[src/rtl/pageLoadPkg.sv]
package pageLoadPkg;

  typedef enum logic [1:0] {
    ST_IDLE = 2'd0,
    ST_LOAD = 2'd1,
    ST_PROG = 2'd2,
    ST_DONE = 2'd3
  } ctlState_t;

  // strobes from the control path to the datapath
  typedef struct packed {
    logic sampleData;  // strobe active: track the data word
    logic capAddr;     // accepted start: take the slot index
    logic latchPage;   // first accepted start: take the page
    logic writeWord;   // accepted strobe ended: store the word
    logic clearMask;   // programming finished: forget the page
  } dpStrobe_t;

endpackage

[src/rtl/pageLoadDp.sv]
module pageLoadDp
  import pageLoadPkg::*;
#(
  parameter int DATA_W = 32,
  parameter int ADDR_W = 15,
  parameter int IDX_W  = 6
) (
  input  logic                    clk,
  input  logic                    rstN,
  input  dpStrobe_t               strb,
  input  logic [ADDR_W-1:0]       addr,
  input  logic [DATA_W-1:0]       dataIn,
  input  logic [IDX_W-1:0]        progIdx,
  output logic                    pageMatch,
  output logic [ADDR_W-IDX_W-1:0] progPage,
  output logic [(1<<IDX_W)-1:0]   loadMask,
  output logic [DATA_W-1:0]       progData
);

  localparam int WORDS  = 1 << IDX_W;
  localparam int PAGE_W = ADDR_W - IDX_W;

  logic [IDX_W-1:0]  idxQ;
  logic [PAGE_W-1:0] pageQ;
  logic [DATA_W-1:0] dataQ;
  logic [DATA_W-1:0] bufMem [WORDS];

  always_ff @(posedge clk) begin
    if (!rstN) begin
      idxQ  <= '0;
      pageQ <= '0;
      dataQ <= '0;
    end else begin
      if (strb.capAddr)    idxQ  <= addr[IDX_W-1:0];
      if (strb.latchPage)  pageQ <= addr[ADDR_W-1:IDX_W];
      if (strb.sampleData) dataQ <= dataIn;
    end
  end

  // one storage slot and one mask bit per word of the page
  for (genvar i = 0; i < WORDS; i++) begin : gSlot
    always_ff @(posedge clk) begin
      if (!rstN) begin
        loadMask[i] <= 1'b0;
        bufMem[i]   <= '0;
      end else if (strb.clearMask) begin
        loadMask[i] <= 1'b0;
      end else if (strb.writeWord && idxQ == IDX_W'(i)) begin
        loadMask[i] <= 1'b1;
        bufMem[i]   <= dataQ;
      end
    end
  end

  assign pageMatch = (addr[ADDR_W-1:IDX_W] == pageQ);
  assign progPage  = pageQ;
  assign progData  = bufMem[progIdx];

  AST_MASK_SET: assert property (@(posedge clk) disable iff (!rstN)
    (strb.writeWord && !strb.clearMask) |=> (loadMask != '0));

endmodule

[src/rtl/pageLoadCtl.sv]
module pageLoadCtl
  import pageLoadPkg::*;
#(
  parameter int LOAD_WINDOW = 7500,
  parameter int PROG_CYCLES = 150000
) (
  input  logic      clk,
  input  logic      rstN,
  input  logic      strobeAct,
  input  logic      pageMatch,
  output dpStrobe_t strb,
  output logic      busy,
  output logic      done,
  output logic      pageErr
);

  localparam int TMR_W = $clog2(LOAD_WINDOW + 1);
  localparam int PRG_W = $clog2(PROG_CYCLES + 1);

  ctlState_t  state;
  logic       actQ;
  logic       acceptQ;
  logic [TMR_W-1:0] timer;
  logic [PRG_W-1:0] progCnt;

  logic startEdge, endEdge, isIdle, isLoad, acceptNow, rejectNow, expire, progEnd;

  always_comb begin
    startEdge = strobeAct && !actQ;
    endEdge   = !strobeAct && actQ;
    isIdle    = (state == ST_IDLE);
    isLoad    = (state == ST_LOAD);
    acceptNow = startEdge && (isIdle || (isLoad && pageMatch));
    rejectNow = startEdge && isLoad && !pageMatch;
    expire    = isLoad && (timer == TMR_W'(LOAD_WINDOW)) && !strobeAct && !acceptQ;
    progEnd   = (state == ST_PROG) && (progCnt == PRG_W'(PROG_CYCLES - 1));
  end

  always_ff @(posedge clk) begin
    if (!rstN) begin
      state   <= ST_IDLE;
      actQ    <= 1'b0;
      acceptQ <= 1'b0;
      timer   <= '0;
      progCnt <= '0;
      pageErr <= 1'b0;
    end else begin
      actQ <= strobeAct;
      if (acceptNow)    acceptQ <= 1'b1;
      else if (endEdge) acceptQ <= 1'b0;
      if (rejectNow) pageErr <= 1'b1;

      if (acceptNow) timer <= '0;
      else if (isLoad && timer != TMR_W'(LOAD_WINDOW)) timer <= timer + 1'b1;

      if (expire) progCnt <= '0;
      else if (state == ST_PROG) progCnt <= progCnt + 1'b1;

      unique case (state)
        ST_IDLE: if (acceptNow) state <= ST_LOAD;
        ST_LOAD: if (expire) state <= ST_PROG;
        ST_PROG: if (progEnd) state <= ST_DONE;
        ST_DONE: state <= ST_IDLE;
        default: state <= ST_IDLE;
      endcase
    end
  end

  always_comb begin
    strb.sampleData = strobeAct;
    strb.capAddr    = acceptNow;
    strb.latchPage  = acceptNow && isIdle;
    strb.writeWord  = endEdge && acceptQ;
    strb.clearMask  = (state == ST_DONE);
  end

  assign busy = (state == ST_PROG);
  assign done = (state == ST_DONE);

  AST_BUSY_DONE_EXCL: assert property (@(posedge clk) disable iff (!rstN)
    !(busy && done));
  AST_DONE_PULSE: assert property (@(posedge clk) disable iff (!rstN)
    done |=> (!done && !busy));
  AST_PROG_BOUND: assert property (@(posedge clk) disable iff (!rstN)
    busy |-> (progCnt < PRG_W'(PROG_CYCLES)));
  AST_TIMER_BOUND: assert property (@(posedge clk) disable iff (!rstN)
    timer <= TMR_W'(LOAD_WINDOW));
  AST_ERR_STICKY: assert property (@(posedge clk) disable iff (!rstN)
    pageErr |=> pageErr);

endmodule

[src/rtl/pageLoadCtrl.sv]
module pageLoadCtrl
  import pageLoadPkg::*;
#(
  parameter int DATA_W      = 32,
  parameter int ADDR_W      = 15,
  parameter int IDX_W       = 6,
  parameter int LOAD_WINDOW = 7500,
  parameter int PROG_CYCLES = 150000
) (
  input  logic                    clk,
  input  logic                    rstN,
  input  logic                    csN,
  input  logic                    weN,
  input  logic [ADDR_W-1:0]       addr,
  input  logic [DATA_W-1:0]       dataIn,
  input  logic [IDX_W-1:0]        progIdx,
  output logic [DATA_W-1:0]       progData,
  output logic [ADDR_W-IDX_W-1:0] progPage,
  output logic [(1<<IDX_W)-1:0]   loadMask,
  output logic                    busy,
  output logic                    done,
  output logic                    pageErr
);

  dpStrobe_t strb;
  logic      strobeAct;
  logic      pageMatch;

  assign strobeAct = !csN && !weN;

  pageLoadCtl #(
    .LOAD_WINDOW(LOAD_WINDOW),
    .PROG_CYCLES(PROG_CYCLES)
  ) uCtl (
    .clk      (clk),
    .rstN     (rstN),
    .strobeAct(strobeAct),
    .pageMatch(pageMatch),
    .strb     (strb),
    .busy     (busy),
    .done     (done),
    .pageErr  (pageErr)
  );

  pageLoadDp #(
    .DATA_W(DATA_W),
    .ADDR_W(ADDR_W),
    .IDX_W (IDX_W)
  ) uDp (
    .clk      (clk),
    .rstN     (rstN),
    .strb     (strb),
    .addr     (addr),
    .dataIn   (dataIn),
    .progIdx  (progIdx),
    .pageMatch(pageMatch),
    .progPage (progPage),
    .loadMask (loadMask),
    .progData (progData)
  );

  AST_MASK_HOLD: assert property (@(posedge clk) disable iff (!rstN)
    (busy && $past(busy)) |-> $stable(loadMask));

endmodule

[config.mk]
export PLATFORM = sky130hd
export DESIGN_NAME = pageLoadCtrl
export DESIGN_NICKNAME = d
export VERILOG_FILES = /design/src/rtl/pageLoadPkg.sv /design/src/rtl/pageLoadDp.sv /design/src/rtl/pageLoadCtl.sv /design/src/rtl/pageLoadCtrl.sv
export SDC_FILE = /design/constraint.sdc
export NUM_CORES = 2
export LEC_CHECK = 0
export BUFFER_PORTS_ARGS = -buffer_cell sky130_fd_sc_hd__buf_2
export CAP_MARGIN = 15
export CORE_UTILIZATION = 34
export DETAILED_ROUTE_END_ITERATION = 12
export PLACE_DENSITY = 0.56
export RECOVER_POWER = 50
export SYNTH_ARGS = -nofsm -noshare
export SYNTH_HDL_FRONTEND = slang
export SYNTH_HIERARCHICAL = 1
export SYNTH_SLANG_ARGS = --single-unit
[constraint.sdc]
create_clock -name clk -period 4.26 [get_ports clk]
set_clock_uncertainty 0.15 [all_clocks]
set_input_delay 0 -clock clk [delete_from_list [all_inputs] [get_ports clk]]
set_output_delay 0 -clock clk [all_outputs]
set_load 0.01 [all_outputs]
==> flow_summary.yaml <==
drt:
  drc_errors: 0
  routed-via-count: 56400
  ant_nets: 0
  first_pass_iters: 6
  vias_per_cell: 5.37
  drt_iter0_drc: 6531
  wl_microns: 321000
  wl_per_cell_microns: 30.6
timing:
  tns_ps: 0
  tightest_slew_ps: 1650
  setup_viol: 0
  rsz0062_at_grt: "false"
  fin_hold_ws_ps: 68.3
  period_share_pct: 90.2
  fmax_ghz: 0.260
  layout_min_cycle_time_ps: 3840
  max_slew_margin_pct: -11.1
  hold_viol: 0
  drv_slew: 103
clock_network:
  cts_sinks: 2195
  clock-root-buffer: "clkbuf_16"
  clock_path_buffers: 4
  cts_resized: 0
  clkTransAtPathRegs_ps: 60
  cts_tree: "done"
  numCtsBuffers: 235
  clkLatencyLatePin_ps: 910
  htreeDepth: 4
place:
  dpl_cell_area_sq_um: 105000
  gp_congestion: 0.789
  post-dp-hpwl_microns: 178000
  io_buffer_count: 164
global_route:
  grt_pass1_vias: 57500
  grt_usage_pct: 21.7
  antenna_found_initial: 14
  globalRouteOverflowTotal: 0
  grt_max_degree: 97
  grt_pass1_wl_microns: 447000
layout:
  post_route_cells_drive_above_1_share_pct: 21.0
  finalNetCount: 6567
  multi_input_area_sq_um: 31900
  final_core_util_pct: 39.4
  stdcell_area_sq_um: 113000
  area_delta_synth_final_pct: 15.3
  regArea_sq_um: 64500
  fill_cells: 26300
power:
  p_leak_uw: 0.0407
  p_per_area_nw_per_um2: 426
  peakVddDrop_mv: 0.322
worst_hold_path:
  hold_path_class: "primary input to flop"
floorplanning:
  start_util_pct: 34.2
  die_area_sq_um: 291000
  coreArea_sq_um: 288000
  die_h_microns: 540
  num_io_pins: 165
  die_w_microns: 540
  row_count: 197
setup_path:
  endpoint_kind: "flop"
  worst-setup-path-type: "flop to flop"
  cp_max_fo: 20
  cp.arrival_ps: 4440
  critPathRequiredTime_ps: 4860
  start_kind: "flop"
synth:
  syn_inst: 6251
  ys_seq_area_share_pct: 65.5
  synth_edf_count: 2048
  synth.distinct_cells: 57
  ys_ff_latch: 2195
  synth_nets: 6316
  syn-cell-area_sq_um: 98400
  yosys_warnings: 6
  syn_avg_cell_area_sq_um: 15.7
  ys.flop_type: "edfxtp_1"
  async_flop_share_pct: 0
status:
  status: "finished, violations left"
  violations: "max-capacitance violations, max-slew violations"
run:
  cap_viol_max_count: 6
cells in the mapped netlist (3+ instances only):
library cell	n	share of area, %
nand2_1	63	0.24
or3_1	5	0.032
o41ai_1	3	0.027
nand2b_1	4	0.025
a22oi_1	4	0.031
xnor2_1	21	0.19
dfxtp_1	147	3.0
mux4_2	580	13
buf_4	27	0.21
nor2b_1	61	0.39
edfxtp_1	2048	63
nor3_1	7	0.036
xor2_1	12	0.11
nand3_1	16	0.081
and2_1	2052	13
o22ai_1	32	0.20
ha_1	8	0.10
buf_6	8	0.092
o221a_2	3	0.034
a31oi_1	11	0.070
o21ai_0	74	0.38
mux2_2	7	0.080
nor3b_1	4	0.031
mux2i_1	170	1.7
clkbuf_1	506	1.9
and3_1	3	0.019
a21oi_1	20	0.10
buf_1	19	0.073
a221oi_1	23	0.20
nor2_1	133	0.51
inv_1	9	0.034
nor4_1	3	0.019
a21o_1	64	0.49
nand4_1	10	0.064
buf_2	62	0.32
cells in the final DEF (no fill, tap or decap), types with 21 or more instances in the layout:
master	n
xnor2_1	21
buf_2	84
edfxtp_1	2048
a221oi_1	23
buf_12	34
a21oi_1	21
clkinv_2	35
clkbuf_16	239
a21o_1	64
dfxtp_1	115
o21ai_4	37
dlygate4sd3_1	173
clkbuf_2	83
and2_1	1757
dfxtp_2	32
buf_4	173
nand2_1	62
nor2_1	104
and2_0	296
mux4_2	580
o21ai_0	37
nor2b_1	59
clkinv_1	43
o22ai_1	32
mux2i_1	170
clkbuf_1	149
worst max-delay path: stages, from the launching register on:
cell,delay (ps)
dfxtp_1,340
ha_1,280
nor2b_1,320
clkbuf_1,520
and2_0,330
nand3_1,120
buf_4,230
nor2_2,940
buf_12,290
and2_1,150
final timing paths:
check | from | end | slack, ps | depth (start not counted)
hold reg to reg | uDp/loadMask[33] | uDp/loadMask[33] | 300 | 1
setup reg to reg | uCtl/state[0] | uDp/bufMem[59][21] | 420 | 9
hold / removal | rstN | uCtl/state[0] | 70 | 4
setup / recovery | uCtl/state[0] | uDp/bufMem[59][21] | 420 | 9
area by class of cell:
type                    count  share of cell area, %
well taps                3781                   4.17
clock buffers             318                   5.67
multi-input cells        3424                   28.1
repair buffers            636                   4.34
inverters                  10                 0.0375
clock inverters           112                  0.837
diodes                     10                 0.0221
flip-flops and latches   2195                   56.8
routing by layer:
metal	vias up	GRT usage (%)	routed length [microns]
met5	-	0	20
met4	2	7.61	12500
met3	515	3.69	25900
met2	2491	36.5	156000
met1	29900	28.3	127000
li1	23500	-	-
report_power, final:
part | total (uW) | switching, uW | internal (uW)
sequential | 24600 | 348 | 24200
combinational | 3750 | 2370 | 1390
clock | 20000 | 8630 | 11400
sequential cells by signal, indices dropped and copies added, names as in the netlist, 2 cells and up:
register	cells
uCtl/progCnt	18
uDp/idxQ	6
uCtl/timer	13
uDp/progPage	9
uDp/bufMem	2048
uCtl/state	2
uDp/loadMask	64
uDp/dataQ	32
logic make-up after synthesis:
family / share of synthesized area (%)
AND/OR/NAND/NOR: 14.6
flip-flops: 65.5
multiplexers: 15.1
buffers and inverters: 2.65
AO/OA/AOI/OAI: 1.72
XOR/XNOR: 0.294
adder cells (fa/ha/maj): 0.102
per-stage QoR:
| step | cells | power [uW] | setup slack, ps |
|---|---|---|---|
| finish | 10500 | 48300 | 417 |
| global route | 10500 | 49600 | 336 |
| CTS | 10500 | 48700 | 467 |
| detailed placement | 9873 | 28700 | 883 |
| global placement | 9873 | 28600 | 837 |
| floorplan | 6251 | 26900 | 53.5 |
timing repair:
item	CTS	global route
hold buffers	173	0
hold endpoints to repair	109	0
setup buffers	0	0
No activity file was read; power rests on OpenSTA's default activity.
